==> config.mk <==
export PLATFORM = sky130hd
export DESIGN_NAME = dma_chan_regs
export DESIGN_NICKNAME = d
export VERILOG_FILES = /design/src/rtl/dma_chan_pkg.sv /design/src/rtl/dcr_pcl_sync.sv /design/src/rtl/dcr_ctrl.sv /design/src/rtl/dcr_status.sv /design/src/rtl/dcr_irq.sv /design/src/rtl/dma_chan_regs.sv
export SDC_FILE = /design/constraint.sdc
export NUM_CORES = 1
export LEC_CHECK = 0
export BUFFER_PORTS_ARGS = -buffer_cell sky130_fd_sc_hd__buf_2
export CORE_AREA = 2 2 52 78
export DETAILED_ROUTE_END_ITERATION = 16
export DIE_AREA = 0 0 54 80
export HOLD_SLACK_MARGIN = 0.06
export PLACE_DENSITY = 0.75
export SYNTH_ARGS = -nofsm -noshare
export SYNTH_HDL_FRONTEND = slang
export SYNTH_SLANG_ARGS = --single-unit
==> constraint.sdc <==
create_clock -name clk -period 1.98 [get_ports clk]
set_input_delay 0.198 -clock clk [delete_from_list [all_inputs] [get_ports clk]]
set_output_delay 0.198 -clock clk [all_outputs]
set_load 0.02 [all_outputs]
==> src/rtl/dma_chan_pkg.sv <==
// Package: shared offsets, status bit positions and error codes for the
// DMA channel register block. Assumes an 8-bit register data path.
package dma_chan_pkg;

    localparam int WIN_ADDR_W = 6;
    localparam int CODE_W     = 5;

    // Register offsets inside a channel window
    localparam logic [WIN_ADDR_W-1:0] OFF_STAT = 6'h00;
    localparam logic [WIN_ADDR_W-1:0] OFF_ERR  = 6'h01;
    localparam logic [WIN_ADDR_W-1:0] OFF_CTRL = 6'h02;
    localparam logic [WIN_ADDR_W-1:0] OFF_NVEC = 6'h03;
    localparam logic [WIN_ADDR_W-1:0] OFF_EVEC = 6'h04;

    // Status byte bit positions
    localparam int SB_COMPLETE = 7;
    localparam int SB_BLOCK    = 6;
    localparam int SB_DEVTERM  = 5;
    localparam int SB_ERROR    = 4;
    localparam int SB_ACTIVE   = 3;
    localparam int SB_DONEIN   = 2;
    localparam int SB_PCLEDGE  = 1;
    localparam int SB_PCLLVL   = 0;

    // Control byte bit positions
    localparam int CB_START = 7;
    localparam int CB_CONT  = 6;
    localparam int CB_HALT  = 5;
    localparam int CB_ABORT = 4;
    localparam int CB_IE    = 3;

    // Error cause codes
    localparam logic [CODE_W-1:0] EC_NONE    = 5'b00000;
    localparam logic [CODE_W-1:0] EC_TIMING  = 5'b00010;
    localparam logic [CODE_W-1:0] EC_SW_STOP = 5'b10001;

    // Sticky-flag set/clear vector: index order of the six sticky bits
    typedef struct packed {
        logic complete;
        logic block;
        logic devterm;
        logic error;
        logic donein;
        logic pcledge;
    } sticky_t;

endpackage

==> src/rtl/dcr_pcl_sync.sv <==
// Module: dcr_pcl_sync
// Brings the asynchronous peripheral control line into the clock domain
// through STAGES flops and flags falling edges of the synchronized level.
// Assumes the line idles high; the chain resets to 1 so that reset release
// creates no false edge.
module dcr_pcl_sync #(
    parameter int STAGES = 2
) (
    input  logic clk,
    input  logic rst_n,
    input  logic pcl_async,
    output logic pcl_level,
    output logic pcl_fall
);

    logic [STAGES-1:0] chain_q;
    logic              prev_q;

    // Synchronizer chain; stage 0 samples the raw pin
    generate
        for (genvar s = 0; s < STAGES; s++) begin : g_stage
            if (s == 0) begin : g_first
                // Capture raw input
                always_ff @(posedge clk) begin
                    if (!rst_n) chain_q[0] <= 1'b1;
                    else        chain_q[0] <= pcl_async;
                end
            end else begin : g_next
                // Shift toward the output
                always_ff @(posedge clk) begin
                    if (!rst_n) chain_q[s] <= 1'b1;
                    else        chain_q[s] <= chain_q[s-1];
                end
            end
        end
    endgenerate

    // Previous synchronized level for edge detection
    always_ff @(posedge clk) begin
        if (!rst_n) prev_q <= 1'b1;
        else        prev_q <= chain_q[STAGES-1];
    end

    assign pcl_level = chain_q[STAGES-1];
    assign pcl_fall  = prev_q & ~chain_q[STAGES-1];

endmodule

==> src/rtl/dcr_ctrl.sv <==
// Module: dcr_ctrl
// Holds the control byte level bits (continue, halt, interrupt enable) and
// the two vector bytes, and decodes start and abort write pulses.
// Assumes write strobes are already decoded by offset.
module dcr_ctrl #(
    parameter int DATA_W = 8
) (
    input  logic              clk,
    input  logic              rst_n,
    input  logic              wr_ctrl,
    input  logic              wr_nvec,
    input  logic              wr_evec,
    input  logic [DATA_W-1:0] wdata,
    output logic              start_req,
    output logic              abort_req,
    output logic              cont_q,
    output logic              halt_q,
    output logic              ie_q,
    output logic [DATA_W-1:0] nvec_q,
    output logic [DATA_W-1:0] evec_q,
    output logic [DATA_W-1:0] ctrl_byte
);
    import dma_chan_pkg::*;

    // Stored control levels
    always_ff @(posedge clk) begin
        if (!rst_n) begin
            cont_q <= 1'b0;
            halt_q <= 1'b0;
            ie_q   <= 1'b0;
        end else if (wr_ctrl) begin
            cont_q <= wdata[CB_CONT];
            halt_q <= wdata[CB_HALT];
            ie_q   <= wdata[CB_IE];
        end
    end

    // Normal-completion vector register
    always_ff @(posedge clk) begin
        if (!rst_n)       nvec_q <= '0;
        else if (wr_nvec) nvec_q <= wdata;
    end

    // Error vector register
    always_ff @(posedge clk) begin
        if (!rst_n)       evec_q <= '0;
        else if (wr_evec) evec_q <= wdata;
    end

    // Action pulses and readback image
    always_comb begin
        start_req = wr_ctrl & wdata[CB_START];
        abort_req = wr_ctrl & wdata[CB_ABORT];
        ctrl_byte = '0;
        ctrl_byte[CB_CONT] = cont_q;
        ctrl_byte[CB_HALT] = halt_q;
        ctrl_byte[CB_IE]   = ie_q;
    end

endmodule

==> src/rtl/dcr_status.sv <==
// Module: dcr_status
// Keeps the sticky status flags, the active flag and the error cause code.
// Decides whether a start is accepted or turned into a timing error.
// Assumes a hardware set beats a software clear in the same cycle, and
// records only the first error cause until the error bit is cleared.
module dcr_status #(
    parameter int CODE_W = 5
) (
    input  logic                  clk,
    input  logic                  rst_n,
    input  dma_chan_pkg::sticky_t clr,
    input  logic                  ev_op_done,
    input  logic                  ev_blk_done,
    input  logic                  ev_dev_term,
    input  logic                  ev_done_in,
    input  logic                  ev_err,
    input  logic [CODE_W-1:0]     ev_err_code,
    input  logic                  pcl_level,
    input  logic                  pcl_fall,
    input  logic                  start_req,
    input  logic                  abort_req,
    output logic [7:0]            stat_byte,
    output logic [CODE_W-1:0]     err_code,
    output logic                  active_q,
    output logic                  start_pulse
);
    import dma_chan_pkg::*;

    sticky_t           flag_q, flag_d, set_v;
    logic              blocked;
    logic              start_ok;
    logic              timing_err;
    logic              err_free;
    logic [CODE_W-1:0] code_d;

    // Start gating and error source selection
    always_comb begin
        blocked    = flag_q.complete | flag_q.block | flag_q.devterm
                   | flag_q.error | active_q;
        start_ok   = start_req & ~abort_req & ~blocked;
        timing_err = start_req & ~abort_req & blocked;

        set_v.complete = ev_op_done;
        set_v.block    = ev_blk_done;
        set_v.devterm  = ev_dev_term;
        set_v.error    = ev_err | timing_err | abort_req;
        set_v.donein   = ev_done_in;
        set_v.pcledge  = pcl_fall;

        flag_d = (flag_q & ~clr) | set_v;

        err_free = ~flag_q.error | clr.error;
        code_d   = err_code;
        if (err_free) begin
            if (abort_req)       code_d = EC_SW_STOP;
            else if (ev_err)     code_d = ev_err_code;
            else if (timing_err) code_d = EC_TIMING;
            else if (clr.error)  code_d = EC_NONE;
        end
    end

    // Sticky flags register
    always_ff @(posedge clk) begin
        if (!rst_n) flag_q <= '0;
        else        flag_q <= flag_d;
    end

    // Error cause register
    always_ff @(posedge clk) begin
        if (!rst_n) err_code <= EC_NONE;
        else        err_code <= code_d;
    end

    // Active flag: set on accepted start, cleared on any ending event
    always_ff @(posedge clk) begin
        if (!rst_n)                             active_q <= 1'b0;
        else if (start_ok)                      active_q <= 1'b1;
        else if (ev_op_done | ev_err | abort_req) active_q <= 1'b0;
    end

    // One-cycle start pulse toward the sequencer
    always_ff @(posedge clk) begin
        if (!rst_n) start_pulse <= 1'b0;
        else        start_pulse <= start_ok;
    end

    // Status byte image
    always_comb begin
        stat_byte              = '0;
        stat_byte[SB_COMPLETE] = flag_q.complete;
        stat_byte[SB_BLOCK]    = flag_q.block;
        stat_byte[SB_DEVTERM]  = flag_q.devterm;
        stat_byte[SB_ERROR]    = flag_q.error;
        stat_byte[SB_ACTIVE]   = active_q;
        stat_byte[SB_DONEIN]   = flag_q.donein;
        stat_byte[SB_PCLEDGE]  = flag_q.pcledge;
        stat_byte[SB_PCLLVL]   = pcl_level;
    end

endmodule

==> src/rtl/dcr_irq.sv <==
// Module: dcr_irq
// Forms the interrupt request from the enable and the complete/error flags
// and selects the vector number. Purely combinational.
module dcr_irq #(
    parameter int DATA_W = 8
) (
    input  logic              ie,
    input  logic              complete,
    input  logic              error,
    input  logic [DATA_W-1:0] nvec,
    input  logic [DATA_W-1:0] evec,
    output logic              irq,
    output logic [DATA_W-1:0] vector
);

    // Request and vector choice
    always_comb begin
        irq    = ie & (complete | error);
        vector = error ? evec : nvec;
    end

endmodule

==> src/rtl/dma_chan_regs.sv <==
// Module: dma_chan_regs
// Register and status logic of one DMA channel in a 64-byte window.
// Decodes register writes, routes sequencer events and the PCL input into
// the status logic, and presents the interrupt request and vector.
// Assumes reads are combinational and side-effect free.
module dma_chan_regs #(
    parameter int ADDR_W     = 6,
    parameter int DATA_W     = 8,
    parameter int CODE_W     = 5,
    parameter int PCL_STAGES = 2
) (
    input  logic              clk,
    input  logic              rst_n,
    input  logic              reg_we,
    input  logic [ADDR_W-1:0] reg_addr,
    input  logic [DATA_W-1:0] reg_wdata,
    output logic [DATA_W-1:0] reg_rdata,
    input  logic              pcl_in,
    input  logic              seq_op_done,
    input  logic              seq_blk_done,
    input  logic              seq_dev_term,
    input  logic              seq_done_in,
    input  logic              seq_err,
    input  logic [CODE_W-1:0] seq_err_code,
    output logic              chan_active,
    output logic              chan_start,
    output logic              chan_continue,
    output logic              chan_halt,
    output logic              irq_req,
    output logic [DATA_W-1:0] irq_vector
);
    import dma_chan_pkg::*;

    localparam int PAD_W = DATA_W - CODE_W;

    logic              wr_stat, wr_ctrl, wr_nvec, wr_evec;
    sticky_t           clr_v;
    logic              pcl_level, pcl_fall;
    logic              start_req, abort_req;
    logic              ie_q;
    logic [DATA_W-1:0] nvec_q, evec_q, ctrl_byte, stat_byte;
    logic [CODE_W-1:0] err_code;

    // Write strobe decode and clear mask
    always_comb begin
        wr_stat = reg_we && (reg_addr == ADDR_W'(OFF_STAT));
        wr_ctrl = reg_we && (reg_addr == ADDR_W'(OFF_CTRL));
        wr_nvec = reg_we && (reg_addr == ADDR_W'(OFF_NVEC));
        wr_evec = reg_we && (reg_addr == ADDR_W'(OFF_EVEC));
        clr_v   = '0;
        if (wr_stat) begin
            clr_v.complete = reg_wdata[SB_COMPLETE];
            clr_v.block    = reg_wdata[SB_BLOCK];
            clr_v.devterm  = reg_wdata[SB_DEVTERM];
            clr_v.error    = reg_wdata[SB_ERROR];
            clr_v.donein   = reg_wdata[SB_DONEIN];
            clr_v.pcledge  = reg_wdata[SB_PCLEDGE];
        end
    end

    dcr_pcl_sync #(.STAGES(PCL_STAGES)) pcl_i (
        .clk       (clk),
        .rst_n     (rst_n),
        .pcl_async (pcl_in),
        .pcl_level (pcl_level),
        .pcl_fall  (pcl_fall)
    );

    dcr_ctrl #(.DATA_W(DATA_W)) ctrl_i (
        .clk       (clk),
        .rst_n     (rst_n),
        .wr_ctrl   (wr_ctrl),
        .wr_nvec   (wr_nvec),
        .wr_evec   (wr_evec),
        .wdata     (reg_wdata),
        .start_req (start_req),
        .abort_req (abort_req),
        .cont_q    (chan_continue),
        .halt_q    (chan_halt),
        .ie_q      (ie_q),
        .nvec_q    (nvec_q),
        .evec_q    (evec_q),
        .ctrl_byte (ctrl_byte)
    );

    dcr_status #(.CODE_W(CODE_W)) stat_i (
        .clk         (clk),
        .rst_n       (rst_n),
        .clr         (clr_v),
        .ev_op_done  (seq_op_done),
        .ev_blk_done (seq_blk_done),
        .ev_dev_term (seq_dev_term),
        .ev_done_in  (seq_done_in),
        .ev_err      (seq_err),
        .ev_err_code (seq_err_code),
        .pcl_level   (pcl_level),
        .pcl_fall    (pcl_fall),
        .start_req   (start_req),
        .abort_req   (abort_req),
        .stat_byte   (stat_byte),
        .err_code    (err_code),
        .active_q    (chan_active),
        .start_pulse (chan_start)
    );

    dcr_irq #(.DATA_W(DATA_W)) irq_i (
        .ie       (ie_q),
        .complete (stat_byte[SB_COMPLETE]),
        .error    (stat_byte[SB_ERROR]),
        .nvec     (nvec_q),
        .evec     (evec_q),
        .irq      (irq_req),
        .vector   (irq_vector)
    );

    // Read data mux; unmapped offsets return zero
    always_comb begin
        unique case (reg_addr)
            ADDR_W'(OFF_STAT): reg_rdata = stat_byte;
            ADDR_W'(OFF_ERR):  reg_rdata = {{PAD_W{1'b0}}, err_code};
            ADDR_W'(OFF_CTRL): reg_rdata = ctrl_byte;
            ADDR_W'(OFF_NVEC): reg_rdata = nvec_q;
            ADDR_W'(OFF_EVEC): reg_rdata = evec_q;
            default:           reg_rdata = '0;
        endcase
    end

endmodule

### After elaboration in Yosys (flattened, before gate mapping)

Cells that the tools add are included.

| cells by class | value |
|---|---|
| eq/ne operators | 4 |
| muxes and demuxes | 9 |
| bitwise logic cells | 24 |
| reductions and logical operators | 8 |

Operators by type and width:

| kind | count |
|---|---|
| 8-bit case mux with 5 select lines | 1 |
| 5-bit two-way mux | 4 |
| 6-bit by 2-bit equality test with 1-bit output (second input constant) | 2 |
| 1-bit OR | 10 |
| 8-bit two-way mux | 1 |
| 1-bit bitwise AND | 7 |
| 6-bit bitwise AND | 1 |
| 6-bit by 1-bit equality test with 1-bit output (second input constant) | 1 |
| 6-bit by 3-bit equality test with 1-bit output (second input constant) | 1 |
| 6-bit zero test | 1 |
| 6-bit two-way mux | 1 |
| 6-bit inverter | 1 |
| 6-bit OR | 1 |
| 1-bit logical AND | 4 |
| 1-bit inverter | 4 |
| 4-bit nonzero test | 1 |
| 1-bit two-way mux | 2 |
| 2-bit AND reduction | 1 |
| 2-bit nonzero test | 1 |

| storage, ports and cells | value |
|---|---|
| register bits | 35 |
| input port bits | 28 |

### Longest topological paths before layout

| logic depth | value |
|---|---|
| depth in word-level cells | 9 |
| mapped depth | 7 |
| depth with buffers taken out | 4 |

### Hierarchy

A second synthesis with hierarchy kept.

| unflattened totals | value |
|---|---|
| cell total of the unflattened synthesis | 203 |
| area total of the unflattened synthesis | 1,983.2 um2 |

By module, submodules not included:

| module | instances | cells an instance | area an instance (um2) | sequential area each (um2) |
|---|---|---|---|---|
| dcr_ctrl | 1 | 71 | 785.8 | 380.4 |
| dcr_status | 1 | 60 | 560.5 | 260.2 |
| dma_chan_regs | 1 | 55 | 412.9 | 0.0 |
| dcr_irq | 1 | 10 | 138.9 | 0.0 |
| dcr_pcl_sync | 1 | 7 | 85.1 | 60.1 |

### Worst setup path after synthesis

Ideal clock, no wire load.

| timing | value |
|---|---|
| kind | input-to-output |
| start | input reg_addr[0] |
| end | output reg_rdata[0] |
| data arrival time | 1.605 ns |
| required time | 1.782 ns |
| setup slack | 0.177 ns |
| stages on the path | 7 |
| path buffers | 3 |
| path through | clkbuf_1 nor2_1 and3_1 clkbuf_1 clkbuf_1 a222oi_1 nand2_1 |

| between the ends | value |
|---|---|
| cells in the longest elaborated chain, start to end | 2 |

RTL lines:

| item | line | RTL |
|---|---|---|
| from (decl) | dma_chan_regs.sv:15 | `input logic [ADDR_W-1:0] reg_addr,` |
| 6-bit by 3-bit equality test with 1-bit output (tied with other cells) | dma_chan_regs.sv:118 | `unique case (reg_addr)` |
| 8-bit case mux with 5 select lines * | dma_chan_regs.sv:118 |  |
| to (decl) | dma_chan_regs.sv:17 | `output logic [DATA_W-1:0] reg_rdata,` |

Every way passes the cells marked *; elsewhere a longest branch is shown, timed or not.

### Worst setup path after layout

| timing | value |
|---|---|
| start | input reg_addr[3] |
| end | output reg_rdata[3] |

Same word-level chain as after synthesis.

==> flow_summary.json <==
{
  "drt-total-wl_um": 4640,
  "dpl_cell_area_um2": 2110,
  "cp-end-kind": "primary output",
  "grt-ovfl-total": 0,
  "fin_tns_setup_ns": 0,
  "p_leak_nw": 0.990,
  "hold_class": "in2reg",
  "setup_viol": 0,
  "drc_errors": 0,
  "numClockSinks": 35,
  "dr.pass1.iters": 5,
  "routabilityCongestion": 0.799,
  "port-buffer-count": 48,
  "fin_crit_ns": 1.85,
  "die_area_um2": 4320,
  "cts_buffers": 5,
  "cp_max_fo": 4,
  "ant_nets": 0,
  "crit_required_ns": 1.78,
  "crit_path_cell_trace": "buf_2 -> or4_1 -> nor3_2 -> buf_4 -> o2bb2ai_1 -> a221o_1 -> buf_2",
  "insertion_delay_ns": 0.29,
  "finalCritPeriodShare_pct": 93.3,
  "postCtsResizedCells": 0,
  "crit_family": "simple AND/OR/NAND/NOR gates",
  "syn_inst": 206,
  "cts_root_buffer": "clkbuf_8",
  "hpwl_um": 3340,
  "worst_pin_slew_ns": 0.574,
  "n_antenna_cell": 0,
  "fp.coreArea_um2": 3650,
  "area_growth_pct": 25.9,
  "start_util_pct": 48.7,
  "cts_buffer_depth": 2,
  "grt_pass1_vias": 1612,
  "crit_path_start_kind": "input pin",
  "worstSetupPathType": "in2out",
  "worst-path-buf-inv": 3,
  "ios": 49,
  "skew_ns": 0.00440,
  "path_clk_slew_ns": 0.07,
  "yosysSeqAreaShare_pct": 39.5,
  "slowest_delay_ns": 0.59,
  "maxCapViolations": 0,
  "antenna_found_initial": 0,
  "chipHeight_um": 80,
  "avgViaCountPerCell": 5.70,
  "critPathArrivalTime_ns": 1.65,
  "fp.dieW_um": 54,
  "slew_viol_final": 0,
  "cpMostUsedCell": "buf_2",
  "row_count": 27,
  "synth_top_area_cell": "dfxtp_1",
  "synth_top_cell_area_share_pct": 39.5,
  "pre_cts_ws_ns": 0.0272,
  "outcome": "complete, no violations",
  "cellPowerDensity_nw_per_um2": 694,
  "relSlewSlack_pct": 61.7,
  "fmax_mhz": 541,
  "grt_max_degree": 40,
  "avgSynthCellArea_um2": 8.62,
  "grt_use_total_pct": 24.1,
  "design_area_um2": 2240,
  "rsz0062_at_grt": "false",
  "grt_pass1_wl_um": 7640,
  "avgRoutedWirePerCell_um": 15.3,
  "synth_seq_cells": 35,
  "synth_nets": 234,
  "netlist_area_um2": 1780,
  "timing.final.ws_setup_ns": 0.132,
  "vias": 1726,
  "drive_gt1_share_pct": 31.2,
  "hold_viol": 0,
  "yosysUniqueCellTypes": 35,
  "ir_worst_vdd_mv": 0.556,
  "drt_iter0_markers": 77,
  "cp_slowest_cell": "or4_1",
  "nNetsFinal": 287,
  "yosysWarningCount": 0,
  "cts_tree": "yes",
  "htreeDepth": 2,
  "synth_area_leaders": "dfxtp_1, a21boi_0, nand2_1"
}
==> cell families after synthesis <==
family / Yosys count / share of synthesized area (%)
AO/OA/AOI/OAI: 50 / 21.6
buffers and inverters: 21 / 4.65
flip-flops: 35 / 39.5
multiplexers: 19 / 11.3
AND/OR/NAND/NOR: 81 / 23.0
==> flip-flops by register name (all words and copies together) (netlist names) <==
signal / cells
stat_i.active_q: 1
ctrl_i.evec_q: 8
ctrl_i.halt_q: 1
stat_i.start_pulse: 1
pcl_i.chain_q: 1
pcl_i.pcl_level: 1
ctrl_i.ie_q: 1
ctrl_i.cont_q: 1
stat_i.stat_byte: 6
ctrl_i.nvec_q: 8
pcl_i.prev_q: 1
stat_i.err_code: 5
==> layer usage <==
metal,wire (um),share of wire (%),GRT usage (%)
met1,1940,42,29.8
met2,2370,51,40.1
met3,232,5.0,3.75
met4,103,2.2,10.0
met5,0,0,0
==> report_power, final <==
group / total (W) / internal [W] / switching (W)
Sequential: 0.000733 / 0.000721 / 0.0000125
Clock: 0.000666 / 0.000407 / 0.000259
Combinational: 0.000151 / 0.0000722 / 0.0000792
==> worst reg2reg max path: cells and delay by family, from the launching register on <==
family | cells | cell delay (ns)
simple gates | 1 | 0.26
mux | 1 | 0.18
flops | 1 | 0.34
compound gates | 2 | 0.44
buf+inv | 1 | 0.21
==> cell usage in the layout (no fill, tap or decap), types with 2 or more instances in the layout <==
master	synthesis	layout
nand3_1	14	14
nor4_1	3	3
clkbuf_8	0	6
nor2b_1	5	5
and3_1	3	3
o21ai_0	4	4
buf_2	3	48
o21a_1	6	6
a21boi_0	23	23
nand2b_1	3	3
dfxtp_1	35	35
inv_1	3	3
a21bo_1	2	2
nand2_1	32	32
a222oi_1	6	6
a22oi_1	2	2
mux2_2	8	8
nor3_1	2	2
buf_4	0	16
a21oi_1	3	3
mux2i_1	11	11
nor2_1	6	6
nand4_1	5	5
==> metrics by stage <==
step,hold WS (ns),instances,util [%],power (W)
floorplan,0.299,206,-,0.000833
global placement,0.378,294,57.9,0.000896
detailed placement,0.387,294,57.9,0.000898
CTS,0.0870,302,61.1,0.00155
global route,0.0900,303,61.3,0.00161
finish,0.0872,303,61.3,0.00155
==> layout make-up <==
cell class	count	area, um2
fillers	365	1410
clock inverters	2	35.0
repair buffers	64	360
inverters	3	11.3
well taps	43	53.8
clock buffers	6	82.6
multi-input cells	150	992
flip-flops and latches	35	701
==> cell usage after synthesis <==
cell type	instances
nor3_1	2
a21boi_0	23
dfxtp_1	35
a21o_1	1
o2bb2ai_1	1
buf_1	1
o2111ai_1	1
nor4_1	3
nand3b_1	1
or3_1	1
or4bb_1	1
nand2b_1	3
a21oi_1	3
nor3_2	1
a222oi_1	6
a221o_1	1
o21a_1	6
nand3_1	14
inv_1	3
mux2_2	8
a22oi_1	2
mux2i_1	11
or4_1	1
and3_1	3
nand4_1	5
clkbuf_1	14
nand2_1	32
nand4b_1	1
nor2b_1	5
nor4b_1	1
a21bo_1	2
nor2_1	6
buf_2	3
nor3b_1	1
o21ai_0	4
==> path summary, 6_finish.rpt <==
kind	start	endpoint	slack, ns	cells after the start
hold reg to reg	pcl_i.chain_q[0]	pcl_i.pcl_level	0.42	1
setup reg to reg	stat_i.stat_byte[4]	stat_i.err_code[2]	0.47	5
setup / recovery	reg_addr[3]	reg_rdata[3]	0.13	7
hold / removal	pcl_in	pcl_i.chain_q[0]	0.09	2
==> repair_timing <==
item	4_1_cts	5_1_grt
hold buffers	0	0
endpoints found under the setup margin	0	5
buffers inserted	0	1
Power figures use the tool's default switching activity.
